## config.mk

```make
export PLATFORM = sky130hd
export DESIGN_NAME = opmap_sram
export DESIGN_NICKNAME = d
export VERILOG_FILES = /design/src/rtl/opmap_sram.sv
export SDC_FILE = /design/constraint.sdc
export NUM_CORES = 1
export LEC_CHECK = 0
export BUFFER_PORTS_ARGS = -buffer_cell sky130_fd_sc_hd__buf_2
export CAP_MARGIN = 20
export CORE_UTILIZATION = 58
export CTS_CLUSTER_DIAMETER = 80
export DETAILED_ROUTE_END_ITERATION = 7
export GPL_ROUTABILITY_DRIVEN = 0
export PLACE_DENSITY = 0.87
export SYNTH_ARGS = -nofsm -noshare
export SYNTH_HDL_FRONTEND = slang
export SYNTH_SLANG_ARGS = --single-unit
```

## constraint.sdc

```tcl
create_clock -name clk -period 4.4 [get_ports clk]
set_input_delay 0 -clock clk [delete_from_list [all_inputs] [get_ports clk]]
set_output_delay 0 -clock clk [all_outputs]
set_load 0.02 [all_outputs]
```

## src/rtl/opmap_sram.sv

```systemverilog
module opmap_sram #(
  parameter int REGION_WORDS = 512,
  parameter int GRP          = 4
) (
  input  logic                                   clk,
  input  logic                                   rst_n,
  input  logic [1:0]                             map_kind,
  input  logic [$clog2(REGION_WORDS*4)-1:0]      map_idx,
  output logic [$clog2(REGION_WORDS*3)-1:0]      map_waddr,
  output logic [$clog2(REGION_WORDS*3)+1:0]      map_baddr,
  output logic                                   map_bad,
  input  logic [$clog2(REGION_WORDS*4+1)-1:0]    ld_len,
  input  logic [$clog2(REGION_WORDS*4)-1:0]      ld_lbyte,
  output logic [$clog2(REGION_WORDS*3)+1:0]      ld_baddr,
  output logic [$clog2(REGION_WORDS*4)-1:0]      ld_srcpos,
  output logic                                   ld_fill,
  input  logic                                   rb_start,
  input  logic [$clog2(REGION_WORDS*4+1)-1:0]    rb_cap,
  output logic                                   rd_en,
  output logic [$clog2(REGION_WORDS*3)+1:0]      rd_addr,
  input  logic [7:0]                             rd_data,
  output logic                                   out_valid,
  input  logic                                   out_ready,
  output logic [7:0]                             out_data,
  output logic                                   rb_busy,
  output logic                                   rb_done,
  output logic [$clog2(REGION_WORDS*4+1)-1:0]    rb_count,
  output logic                                   rb_err
);
  localparam int BYTES  = REGION_WORDS * 4;
  localparam int BIDXW  = $clog2(BYTES);
  localparam int IDXW   = $clog2(REGION_WORDS);
  localparam int WADDRW = $clog2(REGION_WORDS * 3);
  localparam int BADDRW = WADDRW + 2;
  localparam int CNTW   = $clog2(BYTES + 1);
  localparam int STRIDE = 3 * GRP;

  function automatic logic [WADDRW-1:0] base_of(input logic [IDXW-1:0] i);
    int unsigned u;
    u = int'(i);
    return WADDRW'((u / GRP) * STRIDE + (u % GRP));
  endfunction

  function automatic logic [BADDRW-1:0] dbyte_addr(input logic [BIDXW-1:0] j);
    return {base_of(j[BIDXW-1:2]) + WADDRW'(2 * GRP), j[1:0]};
  endfunction

  // mapping port
  logic [IDXW-1:0]   map_word;
  logic [WADDRW-1:0] map_off;
  assign map_word = (map_kind == 2'd2) ? map_idx[BIDXW-1:2] : map_idx[IDXW-1:0];
  assign map_off  = (map_kind == 2'd0) ? WADDRW'(0) :
                    (map_kind == 2'd1) ? WADDRW'(GRP) : WADDRW'(2 * GRP);
  assign map_bad  = (map_kind == 2'd3) ||
                    (map_kind != 2'd2 && map_idx >= BIDXW'(REGION_WORDS));
  assign map_waddr = map_bad ? '0 : base_of(map_word) + map_off;
  assign map_baddr = map_bad ? '0 :
                     {map_waddr, (map_kind == 2'd2) ? map_idx[1:0] : 2'b00};

  // reversed load port
  logic [CNTW-1:0] ld_diff;
  assign ld_fill   = {1'b0, ld_lbyte} >= ld_len;
  assign ld_diff   = ld_len - {1'b0, ld_lbyte} - CNTW'(1);
  assign ld_srcpos = ld_fill ? '0 : ld_diff[BIDXW-1:0];
  assign ld_baddr  = dbyte_addr(ld_lbyte);

  // readback sequencer
  typedef enum logic [2:0] {IDLE, S_RD, S_CHK, E_RD, E_LAT, E_OUT} st_t;
  st_t             st;
  logic [BIDXW-1:0] idx;
  logic [CNTW-1:0]  cnt, cap_q;
  logic [7:0]       odata;
  logic             done_q, err_q;

  always_ff @(posedge clk or negedge rst_n) begin
    if (!rst_n) begin
      st     <= IDLE;
      idx    <= '0;
      cnt    <= '0;
      cap_q  <= '0;
      odata  <= '0;
      done_q <= 1'b0;
      err_q  <= 1'b0;
    end else begin
      done_q <= 1'b0;
      case (st)
        IDLE: if (rb_start) begin
          st    <= S_RD;
          idx   <= BIDXW'(BYTES - 1);
          cnt   <= CNTW'(BYTES);
          cap_q <= rb_cap;
          err_q <= 1'b0;
        end
        S_RD: st <= S_CHK;
        S_CHK: begin
          if (rd_data != 8'd0) begin
            if (cnt > cap_q) begin
              err_q  <= 1'b1;
              done_q <= 1'b1;
              st     <= IDLE;
            end else begin
              st <= E_RD;
            end
          end else begin
            cnt <= cnt - CNTW'(1);
            if (idx == '0) begin
              done_q <= 1'b1;
              st     <= IDLE;
            end else begin
              idx <= idx - BIDXW'(1);
              st  <= S_RD;
            end
          end
        end
        E_RD:  st <= E_LAT;
        E_LAT: begin
          odata <= rd_data;
          st    <= E_OUT;
        end
        E_OUT: if (out_ready) begin
          if (idx == '0) begin
            done_q <= 1'b1;
            st     <= IDLE;
          end else begin
            idx <= idx - BIDXW'(1);
            st  <= E_RD;
          end
        end
        default: st <= IDLE;
      endcase
    end
  end

  assign rd_en     = (st == S_RD) || (st == E_RD);
  assign rd_addr   = dbyte_addr(idx);
  assign out_valid = (st == E_OUT);
  assign out_data  = odata;
  assign rb_busy   = (st != IDLE);
  assign rb_done   = done_q;
  assign rb_count  = cnt;
  assign rb_err    = err_q;

  p_exp_lane_r1: assert property (@(posedge clk) disable iff (!rst_n)
    (!map_bad && map_kind == 2'd0) |-> ((int'(map_waddr) % STRIDE) < GRP));

  p_rd_region_r3: assert property (@(posedge clk) disable iff (!rst_n)
    rd_en |-> (((int'(rd_addr) >> 2) % STRIDE) >= 2 * GRP));

  p_done_quiet_r6: assert property (@(posedge clk) disable iff (!rst_n)
    rb_done |-> (!rb_busy && !out_valid));

  p_err_no_out_r7: assert property (@(posedge clk) disable iff (!rst_n)
    out_valid |-> !rb_err);

  p_hold_r9: assert property (@(posedge clk) disable iff (!rst_n)
    (out_valid && !out_ready) |=> (out_valid && $stable(out_data)));

  p_busy_start_r10: assert property (@(posedge clk) disable iff (!rst_n)
    (rb_busy && rb_start && !out_valid) |=> rb_busy);
endmodule

```

==> impl_metrics.toml, run 1 <==
[cells_and_area]
antennaDiodeCount = 0
nNetsFinal = 877
synthToLayoutAreaGrowth_pct = 19.2
final_area_sq_um = 6120
instances_no_fill = 852
drive_gt1_frac = 0.244

[setup_path]
worstPathArrival_ps = 3100
critPathMaxFanout = 9
cp-end-kind = "output pin"
crit_buf_inv = 4
slowest_stage = "or3b_4"
worstReg2RegEnd = "idx[9]"
critPathKind = "primary input to output pin"
cp-start-kind = "primary input"
rr_worst_depth = 8
path_cells = "buf_2, inv_1, nor2_1, nand2_1, nand2_1, ha_1, inv_1, fa_1, nand2b_1, o2bb2ai_1, xnor2_1, or3b_4, o311ai_2, o41ai_2, buf_2"
reg2reg_setup_slack_ps = 1880
crit_family = "simple AND/OR/NAND/NOR gates"
r2r-start = "idx[0]"
slowest_delay_ps = 440
crit_required_ps = 4400

[routing]
first_pass_iters = 5
drt_iter0_drc = 248
routedWlPerCell_microns = 14.8
drc = 0
vias_per_cell = 5.64
drtAntennaViolNets = 0
wl_mm = 12.6
vias = 4807

[sta]
hold_violations = 0
fmax_mhz = 322
rsz0062_at_grt = "false"
worst_pin_slew_ps = 925
finalCritPeriodShare = 0.705
fin_setup_tns_ps = 0
holdWs_ps = 15.5
skew_ps = 16.5
min_period_ps = 3100
final-max-slew-violation-count = 0
slew-limit-headroom = 0.381
finalSetupViolations = 0

[logic_synthesis]
ys_seq_elements = 48
synth_edf_count = 0
synth_cells = 608
postSynthAreaPerCell_sq_um = 8.45
ys_types = 72
synth_fp_nets = 739
ys_seq_area_frac = 0.234
ys.flop_type = "dfrtp_1"
yosys_warnings = 0
synthArstFlopShare = 1.00
mappedNetlistArea_sq_um = 5140

[clock_tree]
cts.sinks = 48
ctsHtreeMaxLevel = 2
clock_latency_ps = 300
cts_resized = 0
clkTransAtPathRegs_ps = 100
numCtsBuffers = 5
clockBufferDepth = 2
cts_tree = "built"
cts_root_buf = "clkbuf_8"

[global_route]
gr-total-overflow = 0
antenna_found_initial = 0
track_usage = 0.275
grt_max_degree = 49
grt_pass1_wl_mm = 20.3
grt_pass1_vias = 4590

[floorplanning]
die_height_microns = 96.1
rows = 33
die_area_sq_um = 9240
initial_core_util = 0.613
ios = 148
core_sq_um = 8380
dieWidth_microns = 96.1

[pwr]
p_per_area_nw_per_um2 = 400
p_leak_nw = 3.17
vdd_drop_max_uv = 192

[min_path]
hp-start = "out_ready"
hold_path_end = "st[1]"
hp-class = "primary input to flop"
holdPathStages = 3

[placed_design]
dp_hpwl_mm = 9.62
placed_area_sq_um = 5770
port_buffers = 147
placedCellCount = 822

[job]
drv_cap = 0

[status]
outcome = "finished clean"
## layout by cell type (no fill, tap or decap), types with 20 or more instances in the layout
cell / n
a21oi_1: 33
buf_2: 147
dfrtp_1: 48
dlygate4sd3_1: 21
ha_1: 66
inv_1: 57
nand2_1: 48
nor2_1: 42
o21ai_0: 34
xnor2_1: 20
xor2_1: 28
## worst max-delay path by stage
stage / start / to / slack (ps) / cells after the start
detailed placement: map_kind[0] / map_baddr[12] / 1360 / 12
global placement: map_kind[0] / map_baddr[12] / 1480 / 12
CTS: idx[4] / rd_addr[12] / 1320 / 10
finish: map_kind[1] / map_baddr[12] / 1300 / 15
global route: map_kind[0] / map_baddr[11] / 1060 / 12
floorplan: map_kind[0] / map_waddr[10] / 1540 / 11
## per-stage QoR
step | worst slack, ps | total power [W] | utilization
floorplan | 1540 | 0.00172 | -
global placement | 1480 | 0.00202 | 0.689
detailed placement | 1360 | 0.00208 | 0.689
CTS | 1320 | 0.00245 | 0.728
global route | 1060 | 0.00265 | 0.731
finish | 1300 | 0.00245 | 0.731
## repair_timing
| item | in CTS | in global routing |
|---|---|---|
| hold buffers | 21 | 0 |
| hold endpoints to repair | 68 | 0 |
| buffers inserted | 0 | 0 |
## kinds of logic (layout without fill, tap and decap cells)
family | count (synthesis) | after routing | synth area share
compound gates | 140 | 140 | 0.187
xor+xnor | 48 | 48 | 0.0818
fa+ha+maj | 71 | 71 | 0.180
simple gates | 191 | 191 | 0.197
buf+inv | 95 | 234 | 0.0869
mux | 15 | 15 | 0.0341
flops | 48 | 48 | 0.234
## where the power goes
part	switching, W	internal (W)
clock network	0.000155	0.000186
registers	0.000137	0.000590
logic	0.000842	0.000543
## worst min-delay path: cells and delay by family
| kind | cells | cell delay [ps] |
|---|---|---|
| buffers and inverters | 1 | 130 |
| AND/OR/NAND/NOR | 1 | 90 |
| AO/OA/AOI/OAI | 1 | 70 |
## cells in the mapped netlist, drive strengths merged, types with 6 or more instances
| cell | n | area [sq um] |
|---|---|---|
| o21ai | 37 | 185 |
| ha | 66 | 826 |
| and3 | 7 | 43.8 |
| inv | 57 | 214 |
| nand2b | 9 | 56.3 |
| a211oi | 8 | 65.1 |
| a22o | 6 | 52.6 |
| and2 | 7 | 43.8 |
| nand2 | 48 | 180 |
| a21oi | 34 | 174 |
| nor2 | 42 | 158 |
| nand3 | 15 | 75.1 |
| mux2 | 10 | 113 |
| nor2b | 10 | 62.6 |
| nand4 | 8 | 50.1 |
| nor3 | 13 | 65.1 |
| a21o | 11 | 82.6 |
| buf | 26 | 188 |
| xnor2 | 20 | 175 |
| clkbuf | 12 | 45.0 |
| xor2 | 28 | 245 |
| dfrtp | 48 | 1200 |
## sequential cells by signal, indices dropped and copies added (netlist names)
signal / count
cap_q: 12
rb_count: 12
idx: 11
out_data: 8
st: 3
rb_done: 1
rb_err: 1
## cell type report
class                           instances  area (sq um)
Clock buffer                            6          82.6
Clock inverter                          2          38.8
Fill cell                             637          2260
Inverter                               57           214
Multi-Input combinational cell        465          3490
Sequential cell                        48          1200
Tap cell                              105           131
Timing Repair Buffer                  169           966
## layer usage
layer	GRT usage	routed length, microns	vias up
met5	0	0	-
met4	0.0796	131	0
met3	0.0434	740	13
met2	0.504	6370	181
met1	0.329	5330	2227
li1	-	-	2386
(Power assumes the default switching activity.)
==> run 2: changes to the inputs <==
CORE_UTILIZATION = 49   (was 58)
PLACE_DENSITY = 0.78   (was 0.87)
clock period = 2.8 ns   (was 4.4 ns; I/O delays follow)
==> run 2 against run 1 <==
The flow now finishes with violations (setup timing). Cell count grew 6.2%. Via count grew 2.3%. Clock skew shrank 10 ps. First-iteration DRC count shrank 13%. Worst setup slack lost 1300 ps. Non-clock buffer count grew 22. Critical path depth shrank 5. Largest cell class unchanged.
==> impl_metrics.toml, run 2 (same netlist as run 1, synthesis figures left out) <==
[sta]
finalCritPeriodShare = 1.00
final-max-slew-violation-count = 0
skew_ps = 6.03
rsz0062_at_grt = "true"
slew-limit-headroom = 0.409
min_period_ps = 2810
worst_pin_slew_ps = 882
fmax_mhz = 356
finalSetupViolations = 1
fin_setup_tns_ps = -8.93
layout_setup_ws_ps = -8.93
holdWs_ps = 46.6
hold_violations = 0

[setup_path]
critPathMaxFanout = 4
crit_required_ps = 2800
critPathKind = "flop to output pin"
slowest_stage = "dfrtp_1"
cp-start-kind = "flop"
worstPathArrival_ps = 2810
cp-end-kind = "output pin"
slowest_delay_ps = 410
path_cells = "ha_2, inv_2, fa_2, and2b_2, o211a_1, a211oi_4, nor4bb_4, or3b_1, a32o_1, buf_6"

[floorplanning]
dieWidth_microns = 104
rows = 37
die_height_microns = 104
ios = 148
die_area_sq_um = 10900
core_sq_um = 10200
initial_core_util = 0.502

[placed_design]
pre_cts_ws_ps = 8.61
placedCellCount = 866
port_buffers = 147
dp_hpwl_mm = 9.56

[pwr]
p_clk_frac = 0.138
p_leak_nw = 3.37
vdd_drop_max_uv = 358
pwr-share-comb = 0.571
p_per_area_nw_per_um2 = 607
switchingPower_w = 0.00179
total_power_w = 0.00394
switching_share = 0.455
p_seq_frac = 0.291
internal-power_w = 0.00215

[cells_and_area]
instances_no_fill = 905
final_common_cell = "buf_2"
layout_common_cells = "buf_2 (146), ha_1 (64), inv_1 (54)"
nNetsFinal = 899
antennaDiodeCount = 0
fill_cells = 850
drive_gt1_frac = 0.293
synthToLayoutAreaGrowth_pct = 26.1

[global_route]
track_usage = 0.230
use_met3 = 0.0338
grt_max_degree = 49
gr-total-overflow = 0
grt_pass1_wl_mm = 21.1
grt_pass1_vias = 4850
antenna_found_initial = 0
use_met1 = 0.264
grt_use_met2 = 0.437
busiest_layer = "met2"

[routing]
drt_iter0_drc = 216
drtAntennaViolNets = 0
vias = 4919
vias_per_cell = 5.44
drc = 0
wl_mm = 12.8
first_pass_iters = 4
routedWlPerCell_microns = 14.2

[job]
drv_cap = 0

[clock_tree]
clock_latency_ps = 290
cts_tree = "built"
cts.sinks = 48
clkTransAtPathRegs_ps = 90
ctsHtreeMaxLevel = 2
clockBufferDepth = 2
cts_root_buf = "clkbuf_8"
numCtsBuffers = 5

[status]
outcome = "complete, but fails checks"
violations = "setup timing"

[min_path]
hp-class = "primary input to flop"
-- run 2: path summary, 6_finish.rpt --
| check | depth (start not counted) | from | slack [ps] | endpoint |
|---|---|---|---|---|
| setup / recovery | 10 | idx[5] | -9 | rd_addr[12] |
| setup reg to reg | 10 | idx[4] | 600 | idx[5] |
| hold / removal | 3 | rb_start | 50 | st[0] |
| hold reg to reg | 2 | cap_q[0] | 500 | cap_q[0] |
| min in group asynchronous | 2 | rst_n | 220 | rb_count[7] |
| max in group asynchronous | 3 | rst_n | 2060 | cap_q[2] |
-- run 2: power by group through the flow --
stage / sequential (W) / clock (W) / combinational [W]
6_report: 0.00114 / 0.000544 / 0.00225
2_1_floorplan: 0.00122 / 0 / 0.00149
5_1_grt: 0.00118 / 0.000577 / 0.00249
3_3_place_gp: 0.00113 / 0 / 0.00208
3_5_place_dp: 0.00115 / 0 / 0.00216
4_1_cts: 0.00114 / 0.000556 / 0.00222
-- run 2: area by class of cell --
| type | instances | area [sq um] | area share |
|---|---|---|---|
| sequential | 48 | 1200 | 0.185 |
| clock inverter | 1 | 30.0 | 0.00463 |
| multi-input combinational | 465 | 3630 | 0.560 |
| tap | 136 | 170 | 0.0263 |
| clock buffer | 7 | 96.3 | 0.0149 |
| timing repair buffer | 191 | 1140 | 0.176 |
| inverter | 57 | 214 | 0.0330 |
-- run 2: what timing repair did --
action,in CTS,in global routing
pin swaps,1,13
endpoints found under the hold margin,69,0
gates resized for setup,5,26
setup endpoints to repair,3,7
buffers inserted,3,5
hold buffers,22,0
-- run 2: per-stage QoR --
| stage | util | cell area (sq um) |
|---|---|---|
| after floorplan | - | 5150 |
| after global placement | 0.579 | 5920 |
| after detailed placement | 0.579 | 5920 |
| after CTS | 0.617 | 6310 |
| after global routing | 0.633 | 6480 |
| final | 0.633 | 6480 |
-- run 2: critical path: cells and delay by family, from the launching register on --
kind | cells | cell delay (ps)
AOI/OAI and AO/OA | 3 | 810
and+or+nand+nor | 3 | 710
adders and majority gates | 2 | 410
DFF | 1 | 410
buffers and inverters | 2 | 190
-- run 2: per-layer routing --
metal | vias to the layer above | routed length (microns)
met3 | 20 | 544
met5 | - | 0
li1 | 2432 | -
met2 | 142 | 6800
met1 | 2325 | 5300
met4 | 0 | 205
==> run 3: changes to the inputs <==
SETUP_SLACK_MARGIN = 0.1   (was default)
==> run 3 against run 2 <==
The run still ends with setup timing left. Die area is the same. Via count is 0.37% higher. Worst hold slack worse by 19 ps. Routed wire length shrank 3.1%. Largest cell class unchanged. Sequential power hardly changed. Core utilization up 0.49 points. Cell area grew 0.77%. Critical path depth unchanged. Maximum frequency is 1.1% lower.
==> impl_metrics.toml, run 3 (same netlist as run 1, synthesis figures left out) <==
[status]
outcome = "complete, but fails checks"
violations = "setup timing"

[cells_and_area]
instances_no_fill = 906
drive_gt1_frac = 0.303
synthToLayoutAreaGrowth_pct = 27.1
final_common_cell = "buf_2"
layout_common_cells = "buf_2 (143), ha_1 (64), inv_1 (56)"
antennaDiodeCount = 0
nNetsFinal = 900

[routing]
wl_mm = 12.5
vias_per_cell = 5.45
routedWlPerCell_microns = 13.7
wl_met2_mm = 6.29
drtAntennaViolNets = 0
met3RoutedLength_microns = 648
vias = 4937
top_layer_used = "met4"
drt_iter0_drc = 215
met1_length_mm = 5.35
drc = 0
first_pass_iters = 5

[global_route]
track_usage = 0.224
gr-total-overflow = 0
grt_pass1_vias = 4661
antenna_found_initial = 0
grt_max_degree = 49
grt_pass1_wl_mm = 20.8

[setup_path]
slowest_stage = "dfrtp_1"
worstReg2RegEnd = "idx[8]"
critPathMaxFanout = 4
startpoint = "idx[5]"
worstPathArrival_ps = 2840
slowest_delay_ps = 420
critPathKind = "flop to output pin"
cp-start-kind = "flop"
r2r-start = "idx[4]"
cp.depth = 10
path_cells = "ha_2, inv_2, fa_2, and2b_2, o211a_1, a211oi_4, nor4bb_4, or3b_1, a32o_2, buf_6"
cp-end-kind = "output pin"
crit_required_ps = 2800
rr_worst_depth = 10
reg2reg_setup_slack_ps = 580
crit_buf_inv = 2
crit_family = "compound AO/OA/AOI/OAI gates"
crit_end = "rd_addr[12]"

[sta]
rsz0062_at_grt = "true"
finalCritPeriodShare = 1.01
fmax_mhz = 352
final-max-slew-violation-count = 0
slew-limit-headroom = 0.410
layout_setup_ws_ps = -40.7
min_period_ps = 2840
fin_setup_tns_ps = -40.7
skew_ps = 8.61
hold_violations = 0
finalSetupViolations = 1
worst_pin_slew_ps = 881

[floorplanning]
core_sq_um = 10200
die_area_sq_um = 10900
ios = 148
rows = 37
initial_core_util = 0.502
dieWidth_microns = 104
die_height_microns = 104

[clock_tree]
clock_latency_ps = 300
cts.sinks = 48
clockBufferDepth = 2
numCtsBuffers = 5
ctsHtreeMaxLevel = 2
cts_root_buf = "clkbuf_8"
cts_tree = "built"
clkTransAtPathRegs_ps = 90

[job]
drv_cap = 0

[pwr]
p_leak_nw = 3.39
vdd_drop_max_uv = 361
p_per_area_nw_per_um2 = 599

[placed_design]
port_buffers = 147
dp_hpwl_mm = 9.25
placedCellCount = 865

[min_path]
hp-class = "primary input to flop"
[run 3: cell count changes in the layout (fill, tap and decap cells not counted), sizes merged]
cell	previous run	this run
inv	57	58
clkinvlp	0	1
clkbuf	7	6
[run 3: where the power goes]
group	internal, W	switching [W]	leakage (nW)	total (W)
sequential	0.000927	0.000218	0.562	0.00115
clock	0.000269	0.000248	0.0548	0.000517
combinational	0.000908	0.00134	2.77	0.00225
total	0.00210	0.00181	3.39	0.00391
[run 3: per-layer routing]
layer	track usage	vias up
met1	0.275	2338
met5	0	-
met3	0.0301	16
met2	0.411	158
met4	0.0541	0
li1	-	2425
[run 3: how the worst min path moves through the flow]
stage	endpoint	slack, ps	cells after the start	start
after floorplan	cap_q[0]	-300	0	rst_n
after global placement	cap_q[6]	200	3	rb_cap[6]
after detailed placement	cap_q[6]	210	3	rb_cap[6]
after CTS	st[0]	30	3	rb_start
after global routing	st[0]	40	3	rb_start
final	st[0]	30	3	rb_start
[run 3: per-stage QoR]
stage          worst slack [ps]  hold slack [ps]  total power, W  utilization  instance area, sq um
2_1_floorplan              84.9             -296         0.00271            -                  5150
3_3_place_gp                131              200         0.00321        0.578                  5920
3_5_place_dp               9.51              211         0.00330        0.578                  5920
4_1_cts                   -6.61             26.0         0.00387        0.622                  6360
5_1_grt                    -168             44.1         0.00422        0.638                  6530
6_report                  -40.7             27.9         0.00391        0.638                  6530
[run 3: final cells by class]
type                    instances  area, sq um
clock buffers                   5         68.8
inverters                      57          214
repair buffers                192         1150
clock inverters                 3         46.3
flip-flops and latches         48         1200
multi-input cells             465         3680
well taps                     136          170
fillers                       816         3700
[run 3: repair_timing]
action / 4_1_cts / 5_1_grt
endpoints found under the setup margin: 3 / 9
resized for setup: 17 / 22
pin swaps: 8 / 11
endpoints found under the hold margin: 69 / 0
setup buffers: 5 / 6
hold buffers: 22 / 0
gates cloned: 0 / 0
[run 3: tightest hold or removal path: stages]
cell	delay, ps
buf_2	120
nor2_1	90
a221oi_1	80
